<file path="src/rtl/pix_reorder_pkg.sv">
package pix_reorder_pkg;
   typedef enum logic [1:0] {
      FR_IDLE = 2'd0,
      FR_RUN  = 2'd1,
      FR_DONE = 2'd2
   } frame_state_e;
endpackage

</file>
<file path="src/rtl/pix_lut_bank.sv">
module pix_lut_bank #(
   parameter int DEPTH  = 16,
   parameter int ADDR_W = 10,
   parameter int INC_W  = 3,
   localparam int IDX_W = $clog2(DEPTH)
) (
   input  logic              clk,
   input  logic              rst_n,
   input  logic              wr_en,
   input  logic [IDX_W-1:0]  wr_idx,
   input  logic [ADDR_W-1:0] wr_addr,
   input  logic [INC_W-1:0]  wr_inc,
   input  logic [IDX_W-1:0]  rd_idx,
   output logic [ADDR_W-1:0] rd_addr,
   output logic [INC_W-1:0]  rd_inc
);
   logic [ADDR_W-1:0] addr_tab [DEPTH];
   logic [INC_W-1:0]  inc_tab  [DEPTH];

   for (genvar g = 0; g < DEPTH; g++) begin : g_ent
      logic [ADDR_W-1:0] ent_addr;
      logic [INC_W-1:0]  ent_inc;
      always_ff @(posedge clk) begin
         if (!rst_n) begin
            ent_addr <= '0;
            ent_inc  <= '0;
         end else if (wr_en && (int'(wr_idx) == g)) begin
            ent_addr <= wr_addr;
            ent_inc  <= wr_inc;
         end
      end
      assign addr_tab[g] = ent_addr;
      assign inc_tab[g]  = ent_inc;
   end

   always_comb begin
      rd_addr = '0;
      rd_inc  = '0;
      if (int'(rd_idx) < DEPTH) begin
         rd_addr = addr_tab[rd_idx];
         rd_inc  = inc_tab[rd_idx];
      end
   end
endmodule

</file>
<file path="src/rtl/pix_frame_ctl.sv">
module pix_frame_ctl
   import pix_reorder_pkg::*;
#(
   parameter int DEPTH  = 16,
   localparam int IDX_W = $clog2(DEPTH),
   localparam int LEN_W = $clog2(DEPTH + 1)
) (
   input  logic             clk,
   input  logic             rst_n,
   input  logic             pix_vld,
   input  logic             pix_fsync,
   input  logic             len_we,
   input  logic [LEN_W-1:0] len_val,
   output logic             cfg_ok,
   output logic [IDX_W-1:0] rd_idx,
   output logic             accept,
   output logic             ovf_set
);
   localparam logic [LEN_W-1:0] LEN_MAX = LEN_W'(DEPTH);

   frame_state_e     st_q, st_eff;
   logic [LEN_W-1:0] idx_q, idx_eff, idx_nxt;
   logic [LEN_W-1:0] len_q;

   always_comb begin
      st_eff  = st_q;
      idx_eff = idx_q;
      if (pix_fsync) begin
         idx_eff = '0;
         st_eff  = (len_q == '0) ? FR_DONE : FR_RUN;
      end
      idx_nxt = idx_eff + LEN_W'(1);
   end

   assign accept  = pix_vld && (st_eff == FR_RUN);
   assign ovf_set = pix_vld && (st_eff == FR_DONE);
   assign rd_idx  = idx_eff[IDX_W-1:0];
   assign cfg_ok  = (st_q != FR_RUN);

   always_ff @(posedge clk) begin
      if (!rst_n) begin
         st_q  <= FR_IDLE;
         idx_q <= '0;
      end else if (accept) begin
         idx_q <= idx_nxt;
         st_q  <= (idx_nxt == len_q) ? FR_DONE : FR_RUN;
      end else if (pix_fsync) begin
         idx_q <= '0;
         st_q  <= st_eff;
      end
   end

   always_ff @(posedge clk) begin
      if (!rst_n)
         len_q <= LEN_MAX;
      else if (len_we && cfg_ok)
         len_q <= (len_val > LEN_MAX) ? LEN_MAX : len_val;
   end
endmodule

</file>
<file path="src/rtl/pix_out_stage.sv">
module pix_out_stage #(
   parameter int PIX_W  = 12,
   parameter int ADDR_W = 10,
   parameter int INC_W  = 3,
   parameter int CNT_W  = 8
) (
   input  logic              clk,
   input  logic              rst_n,
   input  logic              accept,
   input  logic              frame_clr,
   input  logic              ovf_set,
   input  logic [ADDR_W-1:0] lut_addr,
   input  logic [INC_W-1:0]  lut_inc,
   input  logic [PIX_W-1:0]  pix_data,
   output logic              mem_we,
   output logic [ADDR_W-1:0] mem_addr,
   output logic [PIX_W-1:0]  mem_data,
   output logic [CNT_W-1:0]  slope_rdy,
   output logic              overrun
);
   logic [CNT_W-1:0] cnt_base;

   assign cnt_base = frame_clr ? '0 : slope_rdy;

   always_ff @(posedge clk) begin
      if (!rst_n) begin
         mem_we    <= 1'b0;
         mem_addr  <= '0;
         mem_data  <= '0;
         slope_rdy <= '0;
         overrun   <= 1'b0;
      end else begin
         mem_we    <= accept;
         slope_rdy <= cnt_base + (accept ? CNT_W'(lut_inc) : '0);
         overrun   <= (frame_clr ? 1'b0 : overrun) | ovf_set;
         if (accept) begin
            mem_addr <= lut_addr;
            mem_data <= pix_data;
         end
      end
   end
endmodule

</file>
<file path="src/rtl/pix_reorder_seq.sv">
module pix_reorder_seq #(
   parameter int PIX_W  = 12,
   parameter int ADDR_W = 10,
   parameter int DEPTH  = 16,
   parameter int INC_W  = 3,
   parameter int CNT_W  = 8,
   localparam int IDX_W = $clog2(DEPTH),
   localparam int LEN_W = $clog2(DEPTH + 1)
) (
   input  logic              clk,
   input  logic              rst_n,
   input  logic              pix_vld,
   input  logic              pix_fsync,
   input  logic [PIX_W-1:0]  pix_data,
   input  logic              tbl_we,
   input  logic [IDX_W-1:0]  tbl_idx,
   input  logic [ADDR_W-1:0] tbl_addr,
   input  logic [INC_W-1:0]  tbl_inc,
   input  logic              len_we,
   input  logic [LEN_W-1:0]  len_val,
   output logic              mem_we,
   output logic [ADDR_W-1:0] mem_addr,
   output logic [PIX_W-1:0]  mem_data,
   output logic [CNT_W-1:0]  slope_rdy,
   output logic              overrun
);
   localparam int MAX_SUM = DEPTH * ((1 << INC_W) - 1);

   initial begin : p_elab
      if (DEPTH < 2)                       $error("DEPTH must be at least 2");
      if (PIX_W < 1 || ADDR_W < 1)         $error("PIX_W and ADDR_W must be positive");
      if (INC_W < 1)                       $error("INC_W must be positive");
      if ($clog2(MAX_SUM + 1) > CNT_W)     $error("CNT_W too narrow for a full frame");
   end

   logic              cfg_ok, accept, ovf_set;
   logic [IDX_W-1:0]  rd_idx;
   logic [ADDR_W-1:0] lut_addr;
   logic [INC_W-1:0]  lut_inc;

   pix_frame_ctl #(.DEPTH(DEPTH)) u_ctl (
      .clk(clk), .rst_n(rst_n),
      .pix_vld(pix_vld), .pix_fsync(pix_fsync),
      .len_we(len_we), .len_val(len_val),
      .cfg_ok(cfg_ok), .rd_idx(rd_idx),
      .accept(accept), .ovf_set(ovf_set)
   );

   pix_lut_bank #(.DEPTH(DEPTH), .ADDR_W(ADDR_W), .INC_W(INC_W)) u_lut (
      .clk(clk), .rst_n(rst_n),
      .wr_en(tbl_we && cfg_ok), .wr_idx(tbl_idx),
      .wr_addr(tbl_addr), .wr_inc(tbl_inc),
      .rd_idx(rd_idx), .rd_addr(lut_addr), .rd_inc(lut_inc)
   );

   pix_out_stage #(.PIX_W(PIX_W), .ADDR_W(ADDR_W), .INC_W(INC_W), .CNT_W(CNT_W)) u_out (
      .clk(clk), .rst_n(rst_n),
      .accept(accept), .frame_clr(pix_fsync), .ovf_set(ovf_set),
      .lut_addr(lut_addr), .lut_inc(lut_inc), .pix_data(pix_data),
      .mem_we(mem_we), .mem_addr(mem_addr), .mem_data(mem_data),
      .slope_rdy(slope_rdy), .overrun(overrun)
   );
endmodule

</file>
<file path="config.mk">
export PLATFORM = sky130hd
export DESIGN_NAME = pix_reorder_seq
export DESIGN_NICKNAME = d
export VERILOG_FILES = /design/src/rtl/pix_reorder_pkg.sv /design/src/rtl/pix_lut_bank.sv /design/src/rtl/pix_frame_ctl.sv /design/src/rtl/pix_out_stage.sv /design/src/rtl/pix_reorder_seq.sv
export SDC_FILE = /design/constraint.sdc
export NUM_CORES = 1
export LEC_CHECK = 0
export CAP_MARGIN = 20
export CELL_PAD_IN_SITES_DETAIL_PLACEMENT = 0
export CELL_PAD_IN_SITES_GLOBAL_PLACEMENT = 2
export CORE_MARGIN = 10
export CORE_UTILIZATION = 40
export DETAILED_ROUTE_END_ITERATION = 7
export DONT_BUFFER_PORTS = 1
export PLACE_DENSITY = 0.87
export SLEW_MARGIN = 20
export SYNTH_ARGS = -nofsm -noshare
export SYNTH_HDL_FRONTEND = slang
export SYNTH_SLANG_ARGS = --single-unit
</file>
<file path="constraint.sdc">
create_clock -name clk -period 4 [get_ports clk]
set_input_delay 0.8 -clock clk [delete_from_list [all_inputs] [get_ports clk]]
set_output_delay 0.8 -clock clk [all_outputs]
set_load 0.005 [all_outputs]
</file>
Word level (Yosys, flattened, before mapping)
Index checks and enable logic that the tools add are counted.
{ "word_totals": {"reg_bits": 252, "out_inout_bits": 32} }
{ "op_classes": {"add_sub_neg": 2, "magnitude_cmp": 2, "eq_ne": 19, "mux": 17, "bitwise": 2, "reduce_logical": 23} }
{ "op_table": {"columns": ["operator", "count"], "rows": [
  ["$bmux W10 S4", 1],
  ["$eq A4 B4 Y1 const B", 8],
  ["$logic_and A1 B1 Y1", 20],
  ["$mux W10", 2],
  ["$eq A4 B3 Y1 const B", 4],
  ["$mux W5", 3],
  ["$bmux W3 S4", 1],
  ["$mux W2", 5],
  ["$mux W3", 3],
  ["$add A8 B8 Y8", 1],
  ["$eq A4 B2 Y1 const B", 2],
  ["$mux W8", 1],
  ["$add A5 B1 Y5 const B", 1],
  ["$eq A5 B5 Y1", 1],
  ["$ge A5 B5 Y1 const B", 1],
  ["$gt A5 B5 Y1 const B", 1],
  ["$logic_not A5 Y1", 1],
  ["$not A4 Y5", 1],
  ["$eq A4 B1 Y1 const B", 1],
  ["$logic_not A4 Y1", 1],
  ["$eq A2 B1 Y1 const B", 1],
  ["$eq A2 B2 Y1 const B", 1],
  ["$ne A2 B1 Y1 const B", 1],
  ["$reduce_bool A2 Y1", 1],
  ["2 further kinds", 2]
]} }

Depth between registers and ports, before layout
Gate-level depths: netlist (run 1).
{ "depth": {"ltp_word": 7, "mapped_depth": 13, "depth_no_buf": 11} }

Hierarchy
Synthesis (run 1) repeated with hierarchy kept, for this count alone.
{ "hier_totals": {"cells_unflattened": 1304, "area_unflattened_um2": 12076.6} }
{ "by_module_without_submodules": {"columns": ["module", "instances", "cells_each", "area_each_um2", "seq_area_each_um2"], "rows": [
  ["pix_lut_bank", 1, 1096, 10108.4, 4164.0],
  ["pix_out_stage", 1, 127, 1282.5, 640.6],
  ["pix_frame_ctl", 1, 80, 679.4, 240.2],
  ["pix_reorder_seq", 1, 1, 6.3, 0.0]
]} }

Least setup slack after synthesis (run 1)
Ideal clock, no wire load.
{ "synth_timing": {"path_kind": "input to register", "from": "input port pix_fsync", "to": "register u_out.slope_rdy[7]", "setup_ns": 0.119, "t_arrival_ns": 2.889, "t_required_ns": 3.881, "slack_ns": 0.993, "cell_stages": 12, "path_cell_list": "buf_2 -> o21ba_4 -> nor2_1 -> a2111oi_2 -> a211oi_1 -> a211oi_1 -> ha_1 -> a21o_1 -> a21oi_1 -> nor3b_1 -> xnor2_1 -> nor2_1"} }
{ "synth_between": {"elab_chain_cells": 7, "elab_cells_between_ends": 11} }
{ "synth_rtl": {"columns": ["element", "line_no", "text"], "rows": [
  ["from (decl)", "pix_reorder_seq.sv:13", "input logic pix_fsync,"],
  ["$mux W5", null, null],
  ["$not A4 Y5 (not written as such)", "pix_lut_bank.sv:41", "rd_inc = inc_tab[rd_idx];"],
  ["$bmux W3 S4", "pix_lut_bank.sv:41", null],
  ["$mux W3 (not written as such) (2 in a row)", "pix_lut_bank.sv:41", null],
  ["$mux W3", "pix_out_stage.sv:34", "slope_rdy <= cnt_base + (accept ? CNT_W'(lut_inc) : '0);"],
  ["$add A8 B8 Y8 (*)", "pix_out_stage.sv:34", null],
  ["to (signal assigned)", "pix_out_stage.sv:34", null],
  ["to (decl)", "pix_out_stage.sv:18", "output logic [CNT_W-1:0] slope_rdy,"]
]} }
Mark *: on every way between the ends. The rest lies on a longest branch, timed or not. The select of a mux whose other input is x is not followed.
A chain may end at the register's enable or synchronous reset.

Worst setup path after layout (run 1)
{ "layout_timing": {"from": "register u_ctl.idx_q[2]", "to": "register u_out.slope_rdy[4]"} }
{ "layout_between": {"elab_chain_cells": 7} }
{ "layout_rtl": {"columns": ["element", "line_no", "text"], "rows": [
  ["from (decl)", "pix_frame_ctl.sv:22", "logic [LEN_W-1:0] idx_q, idx_eff, idx_nxt;"],
  ["from (signal assigned)", "pix_frame_ctl.sv:45", "idx_q <= idx_nxt;"],
  ["$mux W5", null, null],
  ["$not A4 Y5 (not written as such)", "pix_lut_bank.sv:41", null],
  ["$bmux W3 S4", "pix_lut_bank.sv:41", null],
  ["$mux W3 (not written as such) (2 in a row)", "pix_lut_bank.sv:41", null],
  ["$mux W3", "pix_out_stage.sv:34", null],
  ["$add A8 B8 Y8", "pix_out_stage.sv:34", null]
]} }
Every way passes these cells. The select of a mux whose other input is x is not followed.

==> results of run 1 <==
[power by group through the flow]
stage          Combinational (W)  Clock (W)  Sequential, W
3_5_place_dp            0.000295          0        0.00266
6_report                0.000296    0.00251        0.00260
4_1_cts                 0.000296    0.00256        0.00260
5_1_grt                 0.000320    0.00265        0.00261
3_3_place_gp            0.000293          0        0.00266
2_1_floorplan           0.000296          0        0.00263
[kinds of logic (layout without fill, tap and decap cells)]
kind of cell,after synthesis,in the layout,share of synthesized area
buffers and inverters,129,81,0.0518
XOR/XNOR,13,13,0.00944
AO/OA/AOI/OAI,378,378,0.206
multiplexers,145,145,0.145
adder cells (fa/ha/maj),5,5,0.00581
AND/OR/NAND/NOR,381,381,0.163
flip-flops,252,252,0.418
[placed cells by master, fill, tap and decap left out, types with 7 or more instances in the layout]
cell	instances
a21boi_1	13
o22ai_1	12
dfxtp_1	250
clkbuf_16	29
a21oi_1	23
o21ba_2	7
buf_4	24
nand2_1	152
xor2_1	8
and2_1	9
nor3b_1	9
nor2_1	52
nor2b_1	114
o22a_1	9
mux2i_1	121
a211oi_1	14
mux4_2	24
nand2b_1	15
a31o_2	9
clkbuf_1	8
a21boi_0	125
o21ai_0	146
clkbuf_8	9
[sequential cells by signal, summed over array words and instances (netlist names)]
register	count
u_ctl.idx_q	5
u_ctl.len_q	5
u_ctl.st_q	2
u_lut.g_ent.ent_addr	160
u_lut.g_ent.ent_inc	48
u_out.mem_addr	10
u_out.mem_data	12
u_out.mem_we	1
u_out.overrun	1
u_out.slope_rdy	8
[through the flow]
stage	util	hold slack (ns)	std cells
after global routing	0.440	0.390	1645
after CTS	0.440	0.365	1645
after global placement	0.409	0.458	1596
after floorplan	-	0.449	1303
after detailed placement	0.409	0.469	1596
final	0.440	0.392	1645
[critical path: stages, from the launching register on]
cell	delay, ns
dfxtp_2	0.53
buf_4	0.51
nor2b_1	0.36
a21oi_1	0.12
a22oi_1	0.18
a211oi_1	0.13
ha_1	0.26
fa_1	0.46
a21oi_1	0.25
nor2b_1	0.09
xnor2_1	0.14
nor2_1	0.05
[worst paths after layout]
path / endpoint / slack [ns] / cells past startpoint
setup / recovery: u_out.slope_rdy[4] / 0.80 / 11
setup reg to reg: u_out.slope_rdy[4] / 0.80 / 11
hold reg to reg: u_lut.g_ent[14].ent_addr[2] / 0.47 / 2
hold / removal: u_out.mem_data[8] / 0.39 / 2
[cell type report]
class,count,area [µm²],share of cell area
Inverter,7,26.3,0.00201
Tap cell,390,488,0.0374
Clock buffer,46,880,0.0673
Clock inverter,3,15.0,0.00115
Multi-Input combinational cell,922,6400,0.490
Timing Repair Buffer,25,200,0.0153
Sequential cell,252,5050,0.387
[per-layer routing]
metal / wire (µm) / part of all wire / track usage / vias up
met5: 0 / 0 / 0 / -
met4: 712 / 0.020 / 0.0432 / 0
met3: 1750 / 0.050 / 0.0285 / 50
met2: 16300 / 0.47 / 0.288 / 219
met1: 16200 / 0.46 / 0.240 / 4413
li1: - / - / - / 4396
==> metrics.csv, run 1 <==
stage,metric,value,unit
run_status,status,"complete, no violations",
floorplan,die area,0.0375,mm²
routing,DRC Markers,0,
clock_network,CTS buffer count,28,
clock_network,CTS tree,built,
clock_network,clk buf depth,3,
routing,drt wl/cell,21.3,µm
power,Max VDD drop,0.000359,V
clock_network,CTS Sinks,252,
yosys,syn nets,1348,
clock_network,"Clk Latency, worst-skew pair",0.54,ns
routing,via count,9078,
final_layout,Synth-to-Final Area Change,8.32,%
clock_network,post-CTS setup buffers,0,
floorplan,die width,194,µm
final_layout,FILL cells,2888,
clock_network,"Hold-fix buffers, CTS",0,
sta,slew at the pin closest to its max-slew limit,1.07,ns
yosys,"FFs w/ async S/R, synth",0,
final_layout,"Net count, final",1281,
sta,Slew Limit Fails,0,
yosys,"EDFF count, synth",0,
yosys,synthesized area,0.0121,mm²
yosys,Yosys cell types,64,
setup_path,Worst Path Arrival,3.62,ns
yosys,YS warnings,0,
yosys,biggest area consumer among synthesized cells,dfxtp_1,
yosys,register bit count reported by yosys,252,
placement,Port Buffers,0,
global_route,antenna violations before repair,0,
sta,endpoints failing setup,0,
yosys,register area share after synthesis,0.418,
global_route,all-layer global routing usage,0.177,
floorplan,I/O pin count,72,
final_layout,share of cells above drive strength 1,0.104,
power,Internal Pwr Total,0.00417,W
global_route,grt total ovfl,0,
clock_network,post-cts sizing count,0,
setup_path,Crit path required time,4.42,ns
power,switching portion of total power,0.228,
flow_run,max-cap violation count,0,
placement,dpl ws,0.590,ns
yosys,"count leader, synth",dfxtp_1,
yosys,Post-Synthesis Cells,1303,
placement,area post-placement,0.0122,mm²
routing,post-route antenna net violation count,0,
sta,"Period Utilization, post-route",0.799,
floorplan,Die Ht,194,µm
floorplan,starting density of the core,0.406,
global_route,first-pass GRT wire length,54300,µm
clock_network,"Reg clk slew, reported paths",0.06,ns
floorplan,row cnt,63,
yosys,top_reg_cell synth,dfxtp_1,
final_layout,antenna diode count,0,
setup_path,critical path launch point,u_ctl.idx_q[2],
routing,Via density,5.52,
setup_path,WS Path Type,flip-flop to flip-flop,
routing,Total Routed Length,35000,µm
global_route,number of global-route vias before repair,8687,
placement,GP Congestion,0.856,
setup_path,crit path max fanout,33,
power,sequential cell fraction of total power,0.481,
sta,final hold violation count,0,
sta,RSZ-0062 raised after global routing,no,
routing,DR pass1 iterations,5,
sta,Slew HR,0.287,
sta,Fin Clk Skew,0.00530,ns
routing,number of DRC markers in iteration 0,697,
sta,fmax,313,MHz
yosys,top cell type's share of synthesized area,0.418,
placement,hpwl dp,21800,µm
power,LEAKAGE,4.54,nW
hold_path,Hold Path Class,input port to flip-flop,
power,Power Density,414,mW/mm²
hold_path,hold_sp,pix_data[8],
setup_path,Worst setup EP type,flip-flop,
sta,setup TNS,0,ns
power,Combinational Power Share,0.055,
yosys,Post-synth top cells,"dfxtp_1 (252), nand2_1 (152), o21ai_0 (146), a21boi_0 (125), mux2i_1 (121)",
sta,Period minus WS final,3.20,ns
power,Design Power,0.00541,W
clock_network,# H-tree levels,1,
setup_path,r2r startpoint,u_ctl.idx_q[2],
setup_path,Worst Setup Start Kind,flip-flop,
clock_network,root buf cell,clkbuf_16,
yosys,synth top area cells,"dfxtp_1 (42%), mux2i_1 (10%), a21boi_0 (7.8%)",
global_route,pin count of the biggest net entering global routing,248,
final_layout,post-route cell area,0.0131,mm²
sta,final worst setup slack,0.802,ns
power,clock group share of total power,0.464,
yosys,Syn Area/Cell,9.25,µm²
power,Sw Pwr,0.00124,W
floorplan,core area,0.0297,mm²
Note: power is estimated with default switching activity, not from simulation.
==> inputs of run 2 (changes only) <==
==> constraint.sdc (replaced) <==
create_clock -name clk -period 3.2 [get_ports clk]
set_input_delay 0.64 -clock clk [delete_from_list [all_inputs] [get_ports clk]]
set_output_delay 0.64 -clock clk [all_outputs]
set_load 0.005 [all_outputs]
==> metrics.csv, run 2 (synthesis results as in run 1) <==
stage,metric,value,unit
run_status,status,"complete, no violations",
clock_network,post-cts sizing count,0,
clock_network,CTS Sinks,252,
sta,fmax,341,MHz
clock_network,"Clk Latency, worst-skew pair",0.56,ns
placement,hpwl dp,22700,µm
global_route,grt total ovfl,0,
power,Internal Pwr Total,0.00522,W
sta,endpoints failing setup,0,
clock_network,root buf cell,clkbuf_16,
floorplan,die width,194,µm
global_route,pin count of the biggest net entering global routing,248,
power,sequential cell fraction of total power,0.477,
sta,slew at the pin closest to its max-slew limit,0.859,ns
sta,Slew HR,0.426,
final_layout,max FFs per register,160,
setup_path,WS Path Type,flip-flop to flip-flop,
setup_path,crit path max fanout,18,
placement,Port Buffers,0,
setup_path,Worst setup EP type,flip-flop,
sta,final hold violation count,0,
routing,post-route antenna net violation count,0,
routing,WL met1,16200,µm
final_layout,"Net count, final",1300,
sta,"Period Utilization, post-route",0.917,
floorplan,I/O pin count,72,
clock_network,CTS tree,built,
global_route,number of global-route vias before repair,9081,
power,clock group share of total power,0.465,
routing,top sig layer,met4,
setup_path,Worst Path Arrival,3.38,ns
routing,via count,9120,
power,Combinational Power Share,0.058,
floorplan,die area,0.0375,mm²
sta,Fin Clk Skew,0.0255,ns
setup_path,Worst Setup Start Kind,flip-flop,
power,switching portion of total power,0.232,
power,LEAKAGE,4.63,nW
routing,Total Routed Length,35700,µm
final_layout,share of cells above drive strength 1,0.120,
routing,metal3 WL,1940,µm
floorplan,Die Ht,194,µm
clock_network,"Hold-fix buffers, CTS",0,
clock_network,CTS buffer count,29,
final_layout,Synth-to-Final Area Change,9.53,%
final_layout,final std cells w/o fill,1664,
routing,Via density,5.48,
final_layout,FILL cells,2881,
routing,DRC Markers,0,
final_layout,most frequent cells in the layout,"dfxtp_1 (250), nand2_1 (152), o21ai_0 (146), a21boi_0 (125), mux2i_1 (121)",
floorplan,core area,0.0297,mm²
placement,dpl ws,0.179,ns
flow_run,max-cap violation count,0,
final_layout,"commonest non-fill, non-tap cell in the layout",dfxtp_1,
sta,Period minus WS final,2.94,ns
power,Max VDD drop,0.000336,V
global_route,all-layer global routing usage,0.183,
clock_network,"Reg clk slew, reported paths",0.06,ns
routing,number of DRC markers in iteration 0,735,
power,Power Density,515,mW/mm²
floorplan,starting density of the core,0.406,
placement,GP Congestion,0.829,
placement,placed cell count,1614,
final_layout,Largest regs,"u_lut.g_ent.ent_addr: 160 flops, u_lut.g_ent.ent_inc: 48 flops, u_out.mem_data: 12 flops",
sta,setup TNS,0,ns
clock_network,clk buf depth,3,
final_layout,antenna diode count,0,
clock_network,post-CTS setup buffers,0,
sta,Slew Limit Fails,0,
routing,drt wl/cell,21.5,µm
routing,DR pass1 iterations,4,
power,Sw Pwr,0.00158,W
hold_path,Hold Path Class,input port to flip-flop,
routing,met2 routed WL,16800,µm
setup_path,Crit path required time,3.64,ns
sta,RSZ-0062 raised after global routing,no,
final_layout,Top reg by flops,u_lut.g_ent.ent_addr,
clock_network,# H-tree levels,1,
global_route,first-pass GRT wire length,55800,µm
floorplan,row cnt,63,
sta,final worst setup slack,0.264,ns
global_route,antenna violations before repair,0,
run 2: critical path: stages, from the launching register on:
cell	delay (ns)
dfxtp_4	0.54
buf_4	0.26
mux4_2	0.52
a211oi_1	0.25
a211oi_1	0.12
ha_1	0.31
a21o_1	0.15
a21oi_1	0.33
nor3b_1	0.12
xnor2_1	0.15
nor2_1	0.05
run 2: through the flow:
step	total power, W	util	hold WS (ns)	area, µm²
after floorplan	0.00366	-	0.449	12100
after global routing	0.00705	0.444	0.205	13200
after CTS	0.00686	0.444	0.193	13200
final	0.00680	0.444	0.216	13200
after global placement	0.00370	0.414	0.460	12300
after detailed placement	0.00371	0.414	0.468	12300
run 2: routing by layer:
metal	global-route usage	vias to the layer above
met4	0.0461	0
met1	0.236	4429
li1	-	4440
met2	0.307	193
met5	0	-
met3	0.0367	58
run 2: layout make-up:
cell class	count	area, µm²	share of cell area
Tap cell	390	488	0.0369
Clock inverter	10	82.6	0.00625
Clock buffer	40	817	0.0619
Inverter	7	26.3	0.00199
Timing Repair Buffer	43	335	0.0254
Sequential cell	252	5050	0.382
Multi-Input combinational cell	922	6410	0.485
run 2: path summary, 6_finish.rpt:
path                      from                         end  slack, ns  depth (start not counted)
max             u_ctl.idx_q[0]          u_out.slope_rdy[7]       0.26                         10
min                 tbl_inc[2]  u_lut.g_ent[14].ent_inc[2]       0.22                          2
max reg2reg     u_ctl.idx_q[0]          u_out.slope_rdy[7]       0.26                         10
min reg2reg  u_out.mem_data[8]           u_out.mem_data[8]       0.48                          2
run 2: power by group through the flow:
stage / registers, W / logic (W) / clock network (W)
after floorplan: 0.00329 / 0.000370 / 0
after global placement: 0.00331 / 0.000391 / 0
after detailed placement: 0.00331 / 0.000394 / 0
after CTS: 0.00324 / 0.000396 / 0.00322
after global routing: 0.00325 / 0.000430 / 0.00337
final: 0.00324 / 0.000396 / 0.00316
